File: config.mk
export PLATFORM = sky130hd
export DESIGN_NAME = lpsc_top
export DESIGN_NICKNAME = d
export VERILOG_FILES = /design/src/rtl/lpsc_pkg.sv /design/src/rtl/lpsc_evt_bank.sv /design/src/rtl/lpsc_stop_fsm.sv /design/src/rtl/lpsc_dp_stage.sv /design/src/rtl/lpsc_top.sv
export SDC_FILE = /design/constraint.sdc
export NUM_CORES = 1
export LEC_CHECK = 0
export ABC_AREA = 1
export ABC_CLOCK_PERIOD_IN_PS = 1970
export BUFFER_PORTS_ARGS = -buffer_cell sky130_fd_sc_hd__buf_4
export CORE_ASPECT_RATIO = 2
export CORE_MARGIN = 10
export CORE_UTILIZATION = 45
export CTS_BUF_LIST = sky130_fd_sc_hd__clkbuf_2 sky130_fd_sc_hd__clkbuf_4 sky130_fd_sc_hd__clkbuf_8
export DETAILED_ROUTE_END_ITERATION = 8
export PLACE_DENSITY_LB_ADDON = 0.25
export SLEW_MARGIN = 30
export SYNTH_ARGS = -nofsm -noshare
export SYNTH_HDL_FRONTEND = slang
export SYNTH_HIERARCHICAL = 1
export SYNTH_SLANG_ARGS = --single-unit
File: constraint.sdc
create_clock -name clk -period 1.97 [get_ports clk]
set_clock_uncertainty 0.15 [all_clocks]
set_input_delay 0.197 -clock clk [delete_from_list [all_inputs] [get_ports clk]]
set_output_delay 0.197 -clock clk [all_outputs]
set_load 0.01 [all_outputs]
File: src/rtl/lpsc_pkg.sv
package lpsc_pkg;

   typedef enum logic [1:0] {
      IFM_STD_A  = 2'b00,
      IFM_STD_B  = 2'b01,
      IFM_SERIAL = 2'b10,
      IFM_RSVD   = 2'b11
   } if_mode_e;

   localparam logic [1:0] REG_EVT     = 2'd0;
   localparam logic [1:0] REG_MASK    = 2'd1;
   localparam logic [1:0] REG_AUX_EVT = 2'd2;
   localparam logic [1:0] REG_AUX_MSK = 2'd3;

endpackage

File: src/rtl/lpsc_evt_bank.sv
module lpsc_evt_bank #(
   parameter int W       = 8,
   parameter bit PRESENT = 1'b1
) (
   input  logic         clk,
   input  logic         rst_n,
   input  logic         enable,
   input  logic         freeze,
   input  logic [W-1:0] evt_in,
   input  logic         clr_we,
   input  logic         mask_we,
   input  logic [W-1:0] wdata,
   output logic [W-1:0] evt_q,
   output logic [W-1:0] mask_q,
   output logic         hit
);

   generate
      if (W < 1 || W > 32) begin : g_bad_width
         $error("lpsc_evt_bank: W must be 1..32");
      end

      if (PRESENT) begin : g_regs
         logic [W-1:0] clr_bits;
         logic [W-1:0] set_bits;

         assign clr_bits = clr_we ? wdata : '0;
         assign set_bits = freeze ? '0 : evt_in;

         always_ff @(posedge clk or negedge rst_n) begin
            if (!rst_n) begin
               evt_q  <= '0;
               mask_q <= '0;
            end else if (!enable) begin
               evt_q  <= '0;
               mask_q <= '0;
            end else begin
               evt_q <= (evt_q & ~clr_bits) | set_bits;
               if (mask_we) begin
                  mask_q <= wdata;
               end
            end
         end

         assign hit = |(evt_q & mask_q);

         // nothing new is latched while frozen
         assert_frozen_no_capture_R5: assert property (
            @(posedge clk) disable iff (!rst_n)
            $past(freeze) |-> ((evt_q & ~$past(evt_q)) == '0));

         // a disabled bank holds zero
         assert_disabled_zero_R9: assert property (
            @(posedge clk) disable iff (!rst_n)
            $past(!enable) |-> (evt_q == '0 && mask_q == '0));

         // cleared bits stay clear unless an event arrived
         assert_w1c_R8: assert property (
            @(posedge clk) disable iff (!rst_n)
            $past(enable && clr_we) |->
               ((evt_q & $past(wdata) & ~$past(evt_in)) == '0));
      end else begin : g_absent
         assign evt_q  = '0;
         assign mask_q = '0;
         assign hit    = 1'b0;
      end
   endgenerate

endmodule

File: src/rtl/lpsc_stop_fsm.sv
module lpsc_stop_fsm (
   input  logic clk,
   input  logic rst_n,
   input  logic stop_req,
   input  logic masks_clear,
   input  logic acc_pending,
   output logic stopped
);

   logic enter_ok;

   assign enter_ok = stop_req && masks_clear && !acc_pending;

   always_ff @(posedge clk or negedge rst_n) begin
      if (!rst_n) begin
         stopped <= 1'b0;
      end else if (stopped) begin
         stopped <= stop_req;
      end else begin
         stopped <= enter_ok;
      end
   end

   assert_ack_conditions_R1: assert property (
      @(posedge clk) disable iff (!rst_n)
      $rose(stopped) |-> $past(stop_req && masks_clear));

   assert_no_ack_while_pending_R2: assert property (
      @(posedge clk) disable iff (!rst_n)
      $rose(stopped) |-> !$past(acc_pending));

   assert_exit_next_clock_R3: assert property (
      @(posedge clk) disable iff (!rst_n)
      (stopped && !stop_req) |=> !stopped);

endmodule

File: src/rtl/lpsc_dp_stage.sv
module lpsc_dp_stage #(
   parameter int W = 16
) (
   input  logic         clk,
   input  logic         rst_n,
   input  logic [W-1:0] d,
   output logic [W-1:0] q
);

   generate
      if (W < 1) begin : g_bad_width
         $error("lpsc_dp_stage: W must be positive");
      end
   endgenerate

   always_ff @(posedge clk or negedge rst_n) begin
      if (!rst_n) begin
         q <= '0;
      end else begin
         q <= d;
      end
   end

   assert_dp_follows_R6: assert property (
      @(posedge clk) disable iff (!rst_n)
      $past(rst_n) |-> (q == $past(d)));

endmodule

File: src/rtl/lpsc_top.sv
module lpsc_top #(
   parameter int DATA_W  = 32,
   parameter int EVT_W   = 8,
   parameter int AUX_W   = 4,
   parameter int DP_W    = 16,
   parameter bit HAS_AUX = 1'b1
) (
   input  logic              clk,
   input  logic              rst_n,
   input  logic [1:0]        if_mode,
   input  logic              stop_req,
   input  logic              acc_pending,
   output logic              stop_ack,
   input  logic              bus_req,
   input  logic              bus_we,
   input  logic [1:0]        bus_addr,
   input  logic [DATA_W-1:0] bus_wdata,
   output logic [DATA_W-1:0] bus_rdata,
   output logic              bus_ack,
   output logic              bus_err,
   input  logic [EVT_W-1:0]  evt_in,
   input  logic [AUX_W-1:0]  aux_evt_in,
   output logic              irq,
   input  logic [DP_W-1:0]   dp_in,
   output logic [DP_W-1:0]   dp_out
);
   import lpsc_pkg::*;

   localparam int AUX_EFF = HAS_AUX ? AUX_W : 1;

   generate
      if (EVT_W > DATA_W || AUX_W > DATA_W) begin : g_bad_width
         $error("lpsc_top: event width exceeds data width");
      end
   endgenerate

   logic               stopped;
   logic               access_ok;
   logic               aux_en;
   logic               wr_ok;
   logic [EVT_W-1:0]   main_evt;
   logic [EVT_W-1:0]   main_mask;
   logic               main_hit;
   logic [AUX_W-1:0]   aux_evt;
   logic [AUX_W-1:0]   aux_mask;
   logic               aux_hit;
   logic               masks_clear;
   logic [DATA_W-1:0]  rd_mux;
   logic               unused_wdata;

   assign unused_wdata = ^bus_wdata;

   assign access_ok = bus_req && !stopped;
   assign wr_ok     = access_ok && bus_we;
   assign aux_en    = HAS_AUX && (if_mode == IFM_SERIAL);

   lpsc_stop_fsm u_fsm (
      .clk         (clk),
      .rst_n       (rst_n),
      .stop_req    (stop_req),
      .masks_clear (masks_clear),
      .acc_pending (acc_pending),
      .stopped     (stopped)
   );

   lpsc_evt_bank #(.W(EVT_W), .PRESENT(1'b1)) u_main (
      .clk     (clk),
      .rst_n   (rst_n),
      .enable  (1'b1),
      .freeze  (stopped),
      .evt_in  (evt_in),
      .clr_we  (wr_ok && bus_addr == REG_EVT),
      .mask_we (wr_ok && bus_addr == REG_MASK),
      .wdata   (bus_wdata[EVT_W-1:0]),
      .evt_q   (main_evt),
      .mask_q  (main_mask),
      .hit     (main_hit)
   );

   generate
      if (HAS_AUX) begin : g_aux
         lpsc_evt_bank #(.W(AUX_EFF), .PRESENT(1'b1)) u_aux (
            .clk     (clk),
            .rst_n   (rst_n),
            .enable  (aux_en),
            .freeze  (stopped),
            .evt_in  (aux_evt_in),
            .clr_we  (wr_ok && bus_addr == REG_AUX_EVT),
            .mask_we (wr_ok && bus_addr == REG_AUX_MSK),
            .wdata   (bus_wdata[AUX_W-1:0]),
            .evt_q   (aux_evt),
            .mask_q  (aux_mask),
            .hit     (aux_hit)
         );
      end else begin : g_no_aux
         logic unused_aux;
         assign unused_aux = ^aux_evt_in;
         assign aux_evt  = '0;
         assign aux_mask = '0;
         assign aux_hit  = 1'b0;
      end
   endgenerate

   lpsc_dp_stage #(.W(DP_W)) u_dp (
      .clk   (clk),
      .rst_n (rst_n),
      .d     (dp_in),
      .q     (dp_out)
   );

   assign masks_clear = (main_mask == '0) && (!aux_en || aux_mask == '0);

   always_comb begin
      rd_mux = '0;
      unique case (bus_addr)
         REG_EVT:     rd_mux[EVT_W-1:0] = main_evt;
         REG_MASK:    rd_mux[EVT_W-1:0] = main_mask;
         REG_AUX_EVT: rd_mux[AUX_W-1:0] = aux_evt;
         default:     rd_mux[AUX_W-1:0] = aux_mask;
      endcase
   end

   assign bus_rdata = access_ok ? rd_mux : '0;
   assign bus_ack   = access_ok;
   assign bus_err   = bus_req && stopped;
   assign stop_ack  = stopped;
   assign irq       = !stopped && (main_hit || (aux_en && aux_hit));

   // refused access while stopped
   assert_stop_blocks_bus_R4: assert property (
      @(posedge clk) disable iff (!rst_n)
      (stop_ack && bus_req) |-> (bus_err && !bus_ack && bus_rdata == '0));

   // write in stop state leaves masks unchanged
   assert_stop_no_write_R4: assert property (
      @(posedge clk) disable iff (!rst_n)
      $past(stop_ack && bus_req) |-> ($stable(main_mask) && $stable(aux_mask)));

   // interrupt held low in stop state
   assert_irq_gated_R5: assert property (
      @(posedge clk) disable iff (!rst_n)
      stop_ack |-> !irq);

   // interrupt implies an enabled pending event
   assert_irq_source_R7: assert property (
      @(posedge clk) disable iff (!rst_n)
      irq |-> (((main_evt & main_mask) != '0) || ((aux_evt & aux_mask) != '0)));

endmodule

**Word level (Yosys, flattened, before mapping)**

Index checks and enable logic that the tools add are counted.

- Input port bits: 70
- Register bits after elaboration: 41
- Output and inout port bits: 52

- Reductions and logical operators: 22
- Muxes and demuxes: 11
- Equality and inequality tests: 5
- Bitwise gates (word level): 8

Operators by type and width:

| cell | number |
|---|---|
| $mux 8 | 3 |
| $mux 4 | 5 |
| $and 8x8->8 | 2 |
| $logic_and 1x1->1 | 12 |
| $pmux 4 s3 | 1 |
| $and 4x4->4 | 2 |
| $logic_not 8->1 | 1 |
| $not 8->8 | 1 |
| $or 8x8->8 | 1 |
| $pmux 4 s2 | 1 |
| $reduce_or 8->1 | 1 |
| $eq 2x2->1 const B | 3 |
| $logic_not 4->1 | 1 |
| $not 4->4 | 1 |
| $or 4x4->4 | 1 |
| $reduce_or 4->1 | 1 |
| $logic_not 1->1 | 3 |
| $eq 2x1->1 const B | 1 |
| $logic_not 2->1 | 1 |
| $logic_or 1x1->1 | 2 |
| $ne 2x1->1 const B | 1 |
| $mux 1 | 1 |

**Logic depth before layout (Yosys ltp)**

- Word-level depth: 9
- Mapped depth: 8
- Mapped depth without buffers: 7

**Hierarchy**

Netlist, hierarchy kept.

Modules (own cells, without submodules):

| module | cells each | area each (µm²) | instances |
|---|---|---|---|
| lpsc_evt_bank (u_main) | 94 | 760.7 | 1 |
| lpsc_top | 102 | 516.7 | 1 |
| lpsc_dp_stage | 16 | 400.4 | 1 |
| lpsc_evt_bank (g_aux.u_aux) | 45 | 376.6 | 1 |
| lpsc_stop_fsm | 6 | 48.8 | 1 |

**Worst setup path before layout**

Ideal clock, no wire load.

- Path kind: reg2reg
- Start point: reg u_fsm.stopped
- End point: reg u_main.mask_q[7]
- Path slack: 0.337 ns
- Period minus slack after synthesis: 1.633 ns
- Data arrival time: 1.366 ns
- Library setup time: 0.117 ns
- Stages on the path, launching flop included: 8
- Data required time: 1.703 ns
- Path through: dfrtp_1 > nor2_1 > nand2_1 > nor3_1 > buf_6 > clkinv_4 > nand3_1 > nand2_1

- Cells in the longest elaborated chain, start to end: 4

RTL lines:

| what | line | text |
|---|---|---|
| from (decl) | lpsc_stop_fsm.sv:7 | `output logic stopped` |
| from (signal assigned) | lpsc_stop_fsm.sv:18 | `stopped <= stop_req;` |
| from (signal assigned) | lpsc_stop_fsm.sv:20 | `stopped <= enter_ok;` |
| $logic_not 1->1 | lpsc_top.sv:53 | `assign access_ok = bus_req && !stopped;` |
| $logic_and 1x1->1 | lpsc_top.sv:53 |  |
| via bus_ack | lpsc_top.sv:19 | `output logic bus_ack,` |
| $logic_and 1x1->1 | lpsc_top.sv:54 | `assign wr_ok = access_ok && bus_we;` |
| $logic_and 1x1->1 | lpsc_top.sv:73 | `.mask_we (wr_ok && bus_addr == REG_MASK),` |
| to (signal assigned) | lpsc_evt_bank.sv:40 | `mask_q <= wdata;` |
| to (decl) | lpsc_evt_bank.sv:14 | `output logic [W-1:0] mask_q,` |

The timed path passes the listed nets, and every way through them passes these cells.
A chain may end at the register's enable or synchronous reset.

**Final worst setup path**

- Start point: reg u_main.mask_q[5]
- End point: reg u_fsm.stopped

- Cells in the longest elaborated chain, start to end: 5

RTL lines:

| what | line | text |
|---|---|---|
| $logic_not 8->1 | lpsc_top.sv:111 | `assign masks_clear = (main_mask == '0) && (!aux_en \|\| aux_mask == '0);` |
| $logic_and 1x1->1 | lpsc_top.sv:111 |  |
| via masks_clear | lpsc_top.sv:47 | `logic masks_clear;` |
| $logic_and 1x1->1 (2 in a row) | lpsc_stop_fsm.sv:12 | `assign enter_ok = stop_req && masks_clear && !acc_pending;` |
| $mux 1 | lpsc_stop_fsm.sv:17 | `end else if (stopped) begin` |

The timed path passes the listed nets, and every way through them passes these cells.

==> out/metrics.yaml <==
drt:
  wl_met2_um: 3455
  drtIter0Drc: 101
  drt_pass1_iterations: 5
  wl_met3_um: 677
  viasPerCell: 4.851
  drc: 0
  postRouteWirelength_um: 6431
  post_drt_wl_per_cell_um: 15.46
  wl_met1_um: 1977
  ant_nets: 0
  num_vias: 2018
  highest_layer: "met4"
critical_path:
  required_ns: 2.05
  crit_fanout: 4
  startpoint_type: "register"
  arrival_ns: 1.85
  worstSetupEndpointType: "register"
  r2r_cells: 6
  worstReg2RegStart: "u_main/mask_q[5]"
  r2r-end: "u_fsm/stopped"
  r2r_slack_ns: 0.20
  crit_type: "register to register"
logic_synthesis:
  yosys_warnings: 6
  ys_types: 20
  ys_ff_latch: 41
  synth-compound-area-share_pct: 6.603
  synth_simple_gate_area_share_pct: 28.38
  synth_top_area_share_pct: 48.78
  synth-xor-area-share_pct: 0
  synth_area_leaders: "dfrtp_1 49%, nand2_1 15%, buf_4 9.6%, nand3_1 7.1%, nor2_1 3.7%"
  syn_avg_cell_area_um2: 7.997
  yosysTopAreaCell: "dfrtp_1"
  syn_inst: 263
  synth_fa_ha_area_share_pct: 0
  synth_top_family_by_area: "simple AND/OR/NAND/NOR gates"
  syn_area_um2: 2103
  ys_seq_area_share_pct: 48.78
  muxShareOfSynthArea_pct: 0
grt:
  grt_pass1_wl_um: 10210
  track_usage_pct: 16.96
  antenna_found_initial: 0
  grt_overflow_total: 0
  grt_max_degree: 42
  grt_pass1_vias: 2100
floorplanning:
  fp.dieH_um: 116.7
  core-area_um2: 4554
  die_x_um: 68.34
  die_area_um2: 7974
  initial_utilization_pct: 46.18
  io_pins: 122
  num_rows: 35
final_layout:
  instances_no_fill: 416
  drive_gt1_share_pct: 26.59
  antenna_cells: 0
  fin_area_um2: 2902
  nNetsFinal: 430
  area_growth_pct: 37.95
  layout_common_cells: "86 x nand2_1, 77 x buf_4, 41 x dfrtp_1"
  mostFrequentLayoutCell: "nand2_1"
sta:
  fmax_mhz: 565.3
  setup_viol: 0
  rsz0062_at_grt: "no"
  period_minus_slack_ns: 1.769
  layout_setup_ws_ns: 0.2012
  fin_crit_sh_pct: 89.79
  worst_slew_pin_slew_ns: 0.5096
  final_max_slew_viol_count: 0
  setup_tns_ns: 0
  hold_viol_final: 0
  slew_headroom_pct: 66.03
placement:
  portBuffers: 73
  dp_cells: 387
  post-dp-hpwl_um: 4892
  pre_cts_ws_ns: 0.3492
  place_area_um2: 2586
  place_congestion: 0.8905
clock_network:
  cts_tree: "yes"
  cts_buffer_depth: 2
  clock_latency_ns: 0.29
  clk_pin_slew_ns: 0.09
  root_buffer: "clkbuf_8"
  cts_buffers: 5
  htree_levels: 2
  cts.sinks: 41
worst_hold_path:
  worstHoldStart: "aux_evt_in[2]"
  hold_path_depth: 3
  hold_class: "input port to register"
  holdPathEnd: "g_aux.u_aux/evt_q[2]"
outcome:
  status: "completed"
job:
  drv_cap: 0
power_and_ir_drop:
  cellLeakagePower_nw: 1.561
  peakVddDrop_mv: 0.5520
  power_density_nw_per_um2: 643.0
[power by group]
| part | switching (W) | internal, W |
|---|---|---|
| Sequential | 0.0000265 | 0.000881 |
| Clock | 0.000294 | 0.000324 |
| Combinational | 0.000182 | 0.000159 |
[final cells by class]
type / count / area [um^2]
fill: 403 / 1653
sequential: 41 / 1026
clock inverter: 1 / 8.758
timing repair buffer: 98 / 788.3
tap: 55 / 68.82
inverter: 21 / 83.83
multi-input combinational: 193 / 829.5
clock buffer: 7 / 96.34
[worst max-delay path, stage by stage, from the launching register on]
cell and delay (ns):
dfrtp_1 0.43, nor2_1 0.12, nand4_1 0.11, nor2_1 0.14, nand2_1 0.09, a21oi_2 0.12, dlygate4sd3_1 0.55
[synth_stat cells, drive strengths merged]
cell type	count
o21ai	5
nor2	23
nor3	3
a21oi	19
conb	2
clkinv	1
dfrtp	41
nand2	86
inv	20
buf	31
nand4	2
nand3	30
[worst max-delay path by stage]
stage | start | end | slack [ns] | cells after the start
2_1_floorplan | u_fsm/stopped | u_main/mask_q[7] | 0.34 | 7
3_3_place_gp | u_fsm/stopped | u_main/mask_q[4] | 0.38 | 7
3_5_place_dp | u_fsm/stopped | u_main/mask_q[2] | 0.35 | 7
4_1_cts | u_fsm/stopped | bus_rdata[1] | 0.20 | 6
5_1_grt | u_fsm/stopped | bus_rdata[1] | 0.09 | 6
6_report | u_main/mask_q[5] | u_fsm/stopped | 0.20 | 6
[stage by stage]
stage                     total power (W)  util (%)  hold slack (ns)
final                            0.001866     63.71         0.005916
after global routing             0.001961     63.71         0.003021
after CTS                        0.001872     63.71         0.002920
after detailed placement         0.001225     56.79          0.05241
after global placement           0.001221     56.79          0.05259
after floorplan                  0.001098         -          -0.2486
[routing by layer]
metal | up-vias | global-route usage (%)
li1 | 970 | -
met1 | 916 | 15.92
met2 | 110 | 29.78
met3 | 22 | 6.052
met4 | 0 | 10.12
met5 | - | 0
[timing repair]
item,CTS,global route
hold buffers,21,0
setup buffers,0,0
gates resized for setup,0,0
endpoints found under the hold margin,60,0
[kinds of logic (layout without fill, tap and decap cells)]
logic type	after synthesis	count (layout)
AND/OR/NAND/NOR	144	144
AO/OA/AOI/OAI	24	24
other	2	25
buffers and inverters	52	127
flip-flops	41	41
[flip-flops by register name, indices dropped and copies added, names as in the netlist]
name,flops
g_aux.u_aux/mask_q,4
u_main/evt_q,8
u_dp/q,16
u_main/mask_q,8
u_fsm/stopped,1
g_aux.u_aux/evt_q,4
No activity file was read; power rests on OpenSTA's default activity.
